## src/rtl/pwm_tb_pkg.sv

```systemverilog
`timescale 1ns/1ps
package pwm_tb_pkg;

  typedef enum logic [1:0] {
    MODE_UP   = 2'b00,
    MODE_DOWN = 2'b01,
    MODE_UPDN = 2'b10,
    MODE_HOLD = 2'b11
  } cnt_mode_e;

  // Byte offsets on the register bus
  localparam int unsigned OFS_CTRL = 32'h00;
  localparam int unsigned OFS_PRD  = 32'h0A;
  localparam int unsigned OFS_CMPA = 32'h12;
  localparam int unsigned OFS_CMPB = 32'h14;

  // Control field positions
  localparam int unsigned CTRL_LOAD_BIT = 3;
  localparam int unsigned CTRL_HS_LSB   = 7;
  localparam int unsigned CTRL_CK_LSB   = 10;

  // Total clock division: the high-speed factor (1, or twice its code)
  // shifted left by the coarse code.
  function automatic int unsigned div_total(int unsigned hs_code, int unsigned ck_code);
    int unsigned hs_fac;
    hs_fac = (hs_code == 0) ? 1 : 2 * hs_code;
    return hs_fac << ck_code;
  endfunction

endpackage

```

## src/rtl/pwm_tb_regs.sv

```systemverilog
`timescale 1ns/1ps
module pwm_tb_regs
  import pwm_tb_pkg::*;
#(
  parameter int CNT_W  = 16,
  parameter int ADDR_W = 5,
  parameter int CODE_W = 3
) (
  input  logic              clk,
  input  logic              rst_n,
  input  logic              bus_wr,
  input  logic [ADDR_W-1:0] bus_addr,
  input  logic [CNT_W-1:0]  bus_wdata,
  output logic [CNT_W-1:0]  bus_rdata,
  input  logic              shadow_load,
  output cnt_mode_e         mode,
  output logic [CODE_W-1:0] hs_code,
  output logic [CODE_W-1:0] ck_code,
  output logic [CNT_W-1:0]  prd_active,
  output logic [CNT_W-1:0]  cmp_a,
  output logic [CNT_W-1:0]  cmp_b
);

  logic              imm_q;
  logic [CNT_W-1:0]  prd_shadow;
  logic [CNT_W-1:0]  ctrl_view;

  logic sel_ctrl, sel_prd, sel_cmpa, sel_cmpb;
  assign sel_ctrl = (bus_addr == ADDR_W'(OFS_CTRL));
  assign sel_prd  = (bus_addr == ADDR_W'(OFS_PRD));
  assign sel_cmpa = (bus_addr == ADDR_W'(OFS_CMPA));
  assign sel_cmpb = (bus_addr == ADDR_W'(OFS_CMPB));

  always_ff @(posedge clk) begin
    if (!rst_n) begin
      mode    <= MODE_HOLD;
      imm_q   <= 1'b0;
      hs_code <= '0;
      ck_code <= '0;
    end else if (bus_wr && sel_ctrl) begin
      mode    <= cnt_mode_e'(bus_wdata[1:0]);
      imm_q   <= bus_wdata[CTRL_LOAD_BIT];
      hs_code <= bus_wdata[CTRL_HS_LSB +: CODE_W];
      ck_code <= bus_wdata[CTRL_CK_LSB +: CODE_W];
    end
  end

  // Period: shadow always takes the write; active takes it at once only in
  // immediate mode, otherwise on the zero step.
  always_ff @(posedge clk) begin
    if (!rst_n) begin
      prd_shadow <= '0;
      prd_active <= '0;
    end else begin
      if (bus_wr && sel_prd) prd_shadow <= bus_wdata;
      if (bus_wr && sel_prd && imm_q) prd_active <= bus_wdata;
      else if (shadow_load && !imm_q) prd_active <= prd_shadow;
    end
  end

  always_ff @(posedge clk) begin
    if (!rst_n) begin
      cmp_a <= '0;
      cmp_b <= '0;
    end else begin
      if (bus_wr && sel_cmpa) cmp_a <= bus_wdata;
      if (bus_wr && sel_cmpb) cmp_b <= bus_wdata;
    end
  end

  always_comb begin
    ctrl_view                              = '0;
    ctrl_view[1:0]                         = mode;
    ctrl_view[CTRL_LOAD_BIT]               = imm_q;
    ctrl_view[CTRL_HS_LSB +: CODE_W]       = hs_code;
    ctrl_view[CTRL_CK_LSB +: CODE_W]       = ck_code;
  end

  always_comb begin
    bus_rdata = '0;
    if (sel_ctrl)      bus_rdata = ctrl_view;
    else if (sel_prd)  bus_rdata = prd_shadow;
    else if (sel_cmpa) bus_rdata = cmp_a;
    else if (sel_cmpb) bus_rdata = cmp_b;
  end

endmodule

```

## src/rtl/pwm_tb_prescale.sv

```systemverilog
`timescale 1ns/1ps
module pwm_tb_prescale
  import pwm_tb_pkg::*;
#(
  parameter int CODE_W = 3
) (
  input  logic              clk,
  input  logic              rst_n,
  input  logic              run,
  input  logic [CODE_W-1:0] hs_code,
  input  logic [CODE_W-1:0] ck_code,
  output logic              tick
);

  localparam int unsigned MAX_CODE = (1 << CODE_W) - 1;
  localparam int unsigned MAX_DIV  = div_total(MAX_CODE, MAX_CODE);
  localparam int          DIV_W    = $clog2(MAX_DIV + 1);

  logic [DIV_W-1:0] div_m1;
  logic [DIV_W-1:0] pre_cnt;
  logic             at_end;

  assign div_m1 = DIV_W'(div_total(32'(hs_code), 32'(ck_code)) - 1);
  // ">=" also covers a ratio lowered while the counter is past the new end
  assign at_end = (pre_cnt >= div_m1);
  assign tick   = run && at_end;

  always_ff @(posedge clk) begin
    if (!rst_n)       pre_cnt <= '0;
    else if (!run)    pre_cnt <= '0;
    else if (at_end)  pre_cnt <= '0;
    else              pre_cnt <= pre_cnt + DIV_W'(1);
  end

endmodule

```

## src/rtl/pwm_tb_counter.sv

```systemverilog
`timescale 1ns/1ps
module pwm_tb_counter
  import pwm_tb_pkg::*;
#(
  parameter int CNT_W = 16
) (
  input  logic             clk,
  input  logic             rst_n,
  input  logic             tick,
  input  cnt_mode_e        mode,
  input  logic [CNT_W-1:0] prd,
  output logic [CNT_W-1:0] cnt,
  output logic             dir_up,
  output logic             running,
  output logic             step,
  output logic [CNT_W-1:0] nxt
);

  logic dir_n;

  assign running = (mode != MODE_HOLD);
  assign step    = tick && running;

  always_comb begin
    nxt   = cnt;
    dir_n = dir_up;
    unique case (mode)
      MODE_UP: begin
        dir_n = 1'b1;
        nxt   = (cnt >= prd) ? '0 : cnt + CNT_W'(1);
      end
      MODE_DOWN: begin
        dir_n = 1'b0;
        nxt   = (cnt == '0) ? prd : cnt - CNT_W'(1);
      end
      MODE_UPDN: begin
        if (dir_up) begin
          if (cnt >= prd) begin
            dir_n = 1'b0;
            nxt   = (cnt == '0) ? '0 : cnt - CNT_W'(1);
          end else begin
            nxt   = cnt + CNT_W'(1);
          end
        end else begin
          if (cnt == '0) begin
            dir_n = 1'b1;
            nxt   = (prd == '0) ? '0 : CNT_W'(1);
          end else begin
            nxt   = cnt - CNT_W'(1);
          end
        end
      end
      default: begin
        nxt   = cnt;
        dir_n = dir_up;
      end
    endcase
  end

  always_ff @(posedge clk) begin
    if (!rst_n) begin
      cnt    <= '0;
      dir_up <= 1'b1;
    end else if (step) begin
      cnt    <= nxt;
      dir_up <= dir_n;
    end
  end

endmodule

```

## src/rtl/pwm_tb_match.sv

```systemverilog
`timescale 1ns/1ps
module pwm_tb_match #(
  parameter int CNT_W = 16
) (
  input  logic             clk,
  input  logic             rst_n,
  input  logic             step,
  input  logic [CNT_W-1:0] nxt,
  input  logic [CNT_W-1:0] ref_val,
  output logic             hit
);

  always_ff @(posedge clk) begin
    if (!rst_n) hit <= 1'b0;
    else        hit <= step && (nxt == ref_val);
  end

endmodule

```

## src/rtl/pwm_timebase.sv

```systemverilog
`timescale 1ns/1ps
module pwm_timebase
  import pwm_tb_pkg::*;
#(
  parameter int CNT_W  = 16,
  parameter int ADDR_W = 5,
  parameter int CODE_W = 3
) (
  input  logic              clk,
  input  logic              rst_n,
  input  logic              bus_wr,
  input  logic [ADDR_W-1:0] bus_addr,
  input  logic [CNT_W-1:0]  bus_wdata,
  output logic [CNT_W-1:0]  bus_rdata,
  output logic [CNT_W-1:0]  count,
  output logic              count_up,
  output logic              ev_zero,
  output logic              ev_period,
  output logic              ev_cmpa,
  output logic              ev_cmpb
);

  localparam int NUM_EV = 4;  // zero, period, compare A, compare B

  // Named internal events, visible to the bound checker
  cnt_mode_e                     mode;
  logic [CODE_W-1:0]             hs_code, ck_code;
  logic [CNT_W-1:0]              prd_active, cmp_a, cmp_b;
  logic                          tick, running, step, shadow_load;
  logic [CNT_W-1:0]              nxt;
  logic [NUM_EV-1:0][CNT_W-1:0]  ev_ref;
  logic [NUM_EV-1:0]             ev_vec;

  assign shadow_load = step && (nxt == '0);

  pwm_tb_regs #(.CNT_W(CNT_W), .ADDR_W(ADDR_W), .CODE_W(CODE_W)) u_regs (
    .clk(clk), .rst_n(rst_n),
    .bus_wr(bus_wr), .bus_addr(bus_addr), .bus_wdata(bus_wdata), .bus_rdata(bus_rdata),
    .shadow_load(shadow_load),
    .mode(mode), .hs_code(hs_code), .ck_code(ck_code),
    .prd_active(prd_active), .cmp_a(cmp_a), .cmp_b(cmp_b)
  );

  pwm_tb_prescale #(.CODE_W(CODE_W)) u_pre (
    .clk(clk), .rst_n(rst_n), .run(running),
    .hs_code(hs_code), .ck_code(ck_code), .tick(tick)
  );

  pwm_tb_counter #(.CNT_W(CNT_W)) u_cnt (
    .clk(clk), .rst_n(rst_n), .tick(tick), .mode(mode), .prd(prd_active),
    .cnt(count), .dir_up(count_up), .running(running), .step(step), .nxt(nxt)
  );

  assign ev_ref[0] = '0;
  assign ev_ref[1] = prd_active;
  assign ev_ref[2] = cmp_a;
  assign ev_ref[3] = cmp_b;

  for (genvar g = 0; g < NUM_EV; g++) begin : g_ev
    pwm_tb_match #(.CNT_W(CNT_W)) u_match (
      .clk(clk), .rst_n(rst_n), .step(step), .nxt(nxt),
      .ref_val(ev_ref[g]), .hit(ev_vec[g])
    );
  end

  assign ev_zero   = ev_vec[0];
  assign ev_period = ev_vec[1];
  assign ev_cmpa   = ev_vec[2];
  assign ev_cmpb   = ev_vec[3];

endmodule

```

## config.mk

```make
export PLATFORM = sky130hd
export DESIGN_NAME = pwm_timebase
export DESIGN_NICKNAME = d
export VERILOG_FILES = /design/src/rtl/pwm_tb_pkg.sv /design/src/rtl/pwm_tb_regs.sv /design/src/rtl/pwm_tb_prescale.sv /design/src/rtl/pwm_tb_counter.sv /design/src/rtl/pwm_tb_match.sv /design/src/rtl/pwm_timebase.sv
export SDC_FILE = /design/constraint.sdc
export NUM_CORES = 1
export LEC_CHECK = 0
export ABC_AREA = 1
export BUFFER_PORTS_ARGS = -buffer_cell sky130_fd_sc_hd__buf_2
export CORE_MARGIN = 2
export CORE_UTILIZATION = 50
export CTS_CLUSTER_DIAMETER = 60
export CTS_CLUSTER_SIZE = 40
export DETAILED_ROUTE_END_ITERATION = 8
export PLACE_DENSITY = 0.71
export SLEW_MARGIN = 25
export SYNTH_ARGS = -nofsm -noshare
export SYNTH_HDL_FRONTEND = slang
export SYNTH_HIERARCHICAL = 1
export SYNTH_SLANG_ARGS = --single-unit
```

## constraint.sdc

```tcl
create_clock -name clk -period 3.9 [get_ports clk]
set_clock_uncertainty 0.15 [all_clocks]
set_input_delay 0.195 -clock clk [delete_from_list [all_inputs] [get_ports clk]]
set_output_delay 0.195 -clock clk [all_outputs]
set_load 0.01 [all_outputs]
```

==> impl_results.md <==
- Status: complete, no violations
- DR DRC count: 0
- Sequential area share after synthesis: 25.1%
- Synth Register Bits: 105
- Routed WL: 25900 um
- CP most frequent cell: nand2_1
- Clock-pin slew on the worst setup and hold paths: 0.09 ns
- Worst setup EP type: flop
- Area leader, netlist: dfxtp_1
- Ratio of final minimum period to clock period: 94.7%
- Top_reg_cell synth: dfxtp_1
- WHS: 0.00418 ns
- Fillers: 1655
- Global route total overflow: 0
- Mapped Avg Cell Area: 6.00 um2
- IO buf count: 60
- Count of max-cap constraint violations: 0
- CTS tree: done
- First-pass GRT wire length: 41300 um
- Initial core utilization: 50.9%
- H-tree levels: 3
- Crit path max-delay cell type: dfxtp_4
- Critical Path RT: 3.99 ns
- Chip Width: 133 um
- Largest buffer count on any clock path: 2
- FMAX: 271 MHz
- Area contributors post-synth: dfxtp_1 (25%), nand2_1 (16%), nor2_1 (10%), inv_1 (9.8%), ha_1 (4.6%)
- Initial antenna violation count: 0
- Worst-skew pair later-pin latency: 0.37 ns
- Die area: 17800 um2
- Worst-Margin Slew: 0.674 ns
- Detailed placer's ending HPWL: 19500 um
- Vias post-DR: 9025
- Std-Cell Rows: 47
- Arr. time, crit path: 3.79 ns
- Synthesized area: 8380 um2
- Slew headroom: 55.0%
- Netlist cell types: 45
- Synth Instances: 1397
- Design Area, Final: 9720 um2
- Largest net degree at the start of global routing: 41
- Area grow syn2layout: 16.0%
- # IOs: 61
- Vias in the first global route: 7981
- Count of pins over their slew limit: 0
- Final Hold Viols: 0
- Placed inst area: 9200 um2
- Hold Crit Class: in -> reg
- Power Total: 2.33 mW
- ANT nets after route: 0
- DR vias/cell: 5.19
- Synthesis Warnings: 6
- Ratio of cells with drive above 1 in the final layout: 14.6%
- Total CTS buffers: 9
- Util after Layout: 59.0%
- Pwr/cell area: 239 nW/um2
- CP delay by family, top: simple AND/OR/NAND/NOR gates
- Clock Sinks: 105
- Die span in y: 133 um
- Pleak: 4.48 nW
- Max stage delay on crit path: 0.36 ns
- Core area: 16500 um2
- Post-synthesis async set-or-reset flop share: 0%
- Final setup fails: 0
- Placer Congestion: 0.950
- CP Class: reg -> reg
- CTS root buf: clkbuf_16
- Share of the synthesized area in the top cell type: 25.1%
- Worst Setup Start Kind: flop
- CP bufs+invs: 3
- Detailed Routing Iterations Pass 1: 7
- Final net count: 1569
- Initial DRC Count: 769
- Peak VDD IR: 0.000276 V
- Max FO, Critical Path: 8
- Final min period: 3.70 ns
- Total track usage: 29.1%
- # diodes: 0
- Routed wire per std cell: 14.9 um
- EDFF count, synth: 0
where the power goes:
part / switching, mW / internal, mW
registers: 0.0107 / 1.08
clock network: 0.494 / 0.464
logic: 0.179 / 0.101
total: 0.684 / 1.64
synthesized netlist by cell type, types with 2 or more instances:
cell and instances:
nor2_4 6, inv_1 219, buf_2 11, inv_2 15, nand2_1 357, a22oi_1 13, nor3_1 3, xnor2_1 12
nand4_1 30, nand3_1 64, nor2_2 11, dfxtp_1 105, o211ai_1 14, clkinv_2 2, o2111ai_1 9, ha_1 31
buf_6 5, nor4_1 5, a21oi_1 56, o21ai_0 38, nor3b_1 2, nand3_2 12, clkinv_1 3, nand2_2 16
o21ai_1 49, nor2_1 227, nand2_4 7, clkbuf_1 14, o22ai_1 10, buf_4 5, xor2_1 32
stage by stage:
step	worst slack, ns	setup TNS [ns]	std cells
finish	0.205	0	1739
global route	-0.0355	-0.0906	1739
CTS	-0.0170	-0.0170	1738
detailed placement	0.0325	0	1714
global placement	0.120	0	1714
floorplan	0.0910	0	1424
logic make-up (layout without fill, tap and decap cells):
group           after synthesis  after routing  synth area share (%)
compound gates              193            193                  13.1
xor+xnor                     45             45                  4.79
fa+ha+maj                    31             31                  4.63
buf+inv                     275            370                  13.2
flops                       105            105                  25.1
other cells                   1             28                0.0448
simple gates                747            747                  39.2
routing by layer:
metal  part of all wire [%]  vias to the layer above  global-route usage (%)
met5                      0                        -                       0
met4                    2.7                        0                    9.10
met3                    8.0                       55                    5.29
met2                     44                      420                    46.0
met1                     45                     3950                    40.3
li1                       -                     4600                       -
path summary, 6_finish.rpt:
kind	start	endpoint	slack, ns	cells after the start
worst max-delay path	u_regs/ck_code[0]	u_regs/prd_active[11]	0.20	28
worst min-delay path	bus_wdata[5]	u_regs/cmp_b[5]	0.004	3
worst max register to register	u_regs/ck_code[0]	u_regs/prd_active[11]	0.20	28
worst min register to register	u_pre/pre_cnt[0]	u_pre/pre_cnt[0]	0.30	1
sequential cells by signal, summed over array words and instances (netlist names):
name and count:
g_ev.u_match/hit 4, u_cnt/cnt 16, u_cnt/dir_up 1, u_pre/pre_cnt 11, u_regs/ck_code 3, u_regs/cmp_a 16
u_regs/cmp_b 16, u_regs/hs_code 3, u_regs/imm_q 1, u_regs/mode 2, u_regs/prd_active 16, u_regs/prd_shadow 16
cell type report:
type                            instances  area [um2]  area share, %
Clock buffer                            9         225           2.32
Clock inverter                          7        90.1          0.927
Inverter                              239         908           9.34
Multi-Input combinational cell       1044        5380           55.3
Sequential cell                       105        2110           21.7
Tap cell                              220         275           2.83
Timing Repair Buffer                  114         726           7.46
Timing Repair inverter                  1        6.26         0.0644
layout by cell type (no fill, tap or decap), types with 4 or more instances in the layout:
cell | Yosys | routed
nand3_1 | 64 | 63
inv_8 | 0 | 4
buf_2 | 11 | 60
nand4_1 | 30 | 30
clkbuf_16 | 0 | 9
dlygate4sd3_1 | 0 | 8
nand2_4 | 7 | 9
nor4_1 | 5 | 4
a22oi_1 | 13 | 13
nand2_1 | 357 | 353
inv_1 | 219 | 218
nor2_1 | 227 | 221
nand3_2 | 12 | 10
o21ai_1 | 49 | 50
o21ai_0 | 38 | 37
xor2_1 | 32 | 32
conb_1 | 1 | 28
dfxtp_2 | 0 | 4
ha_1 | 31 | 30
dfxtp_1 | 105 | 100
nor2_2 | 11 | 15
o2111ai_1 | 9 | 9
o22ai_1 | 10 | 10
buf_4 | 5 | 46
nand2_2 | 16 | 17
nor2_4 | 6 | 8
a21oi_1 | 56 | 55
inv_2 | 15 | 15
o211ai_1 | 14 | 14
xnor2_1 | 12 | 12
worst register-to-register path, delay by kind of cell, from the launching register on:
family                   cells  cell delay (ns)
AO/OA/AOI/OAI                2             0.23
adder cells (fa/ha/maj)      1             0.30
buffers and inverters        3             0.29
flip-flops                   1             0.36
AND/OR/NAND/NOR             22             2.25
repair_timing:
item	CTS	global route
hold endpoints to repair	17	0
gates cloned	0	1
endpoints found under the setup margin	1	18
pin swaps	0	9
hold buffers	8	0
setup buffers	0	0
gates resized for setup	0	36
Note: power is estimated with default switching activity, not from simulation.
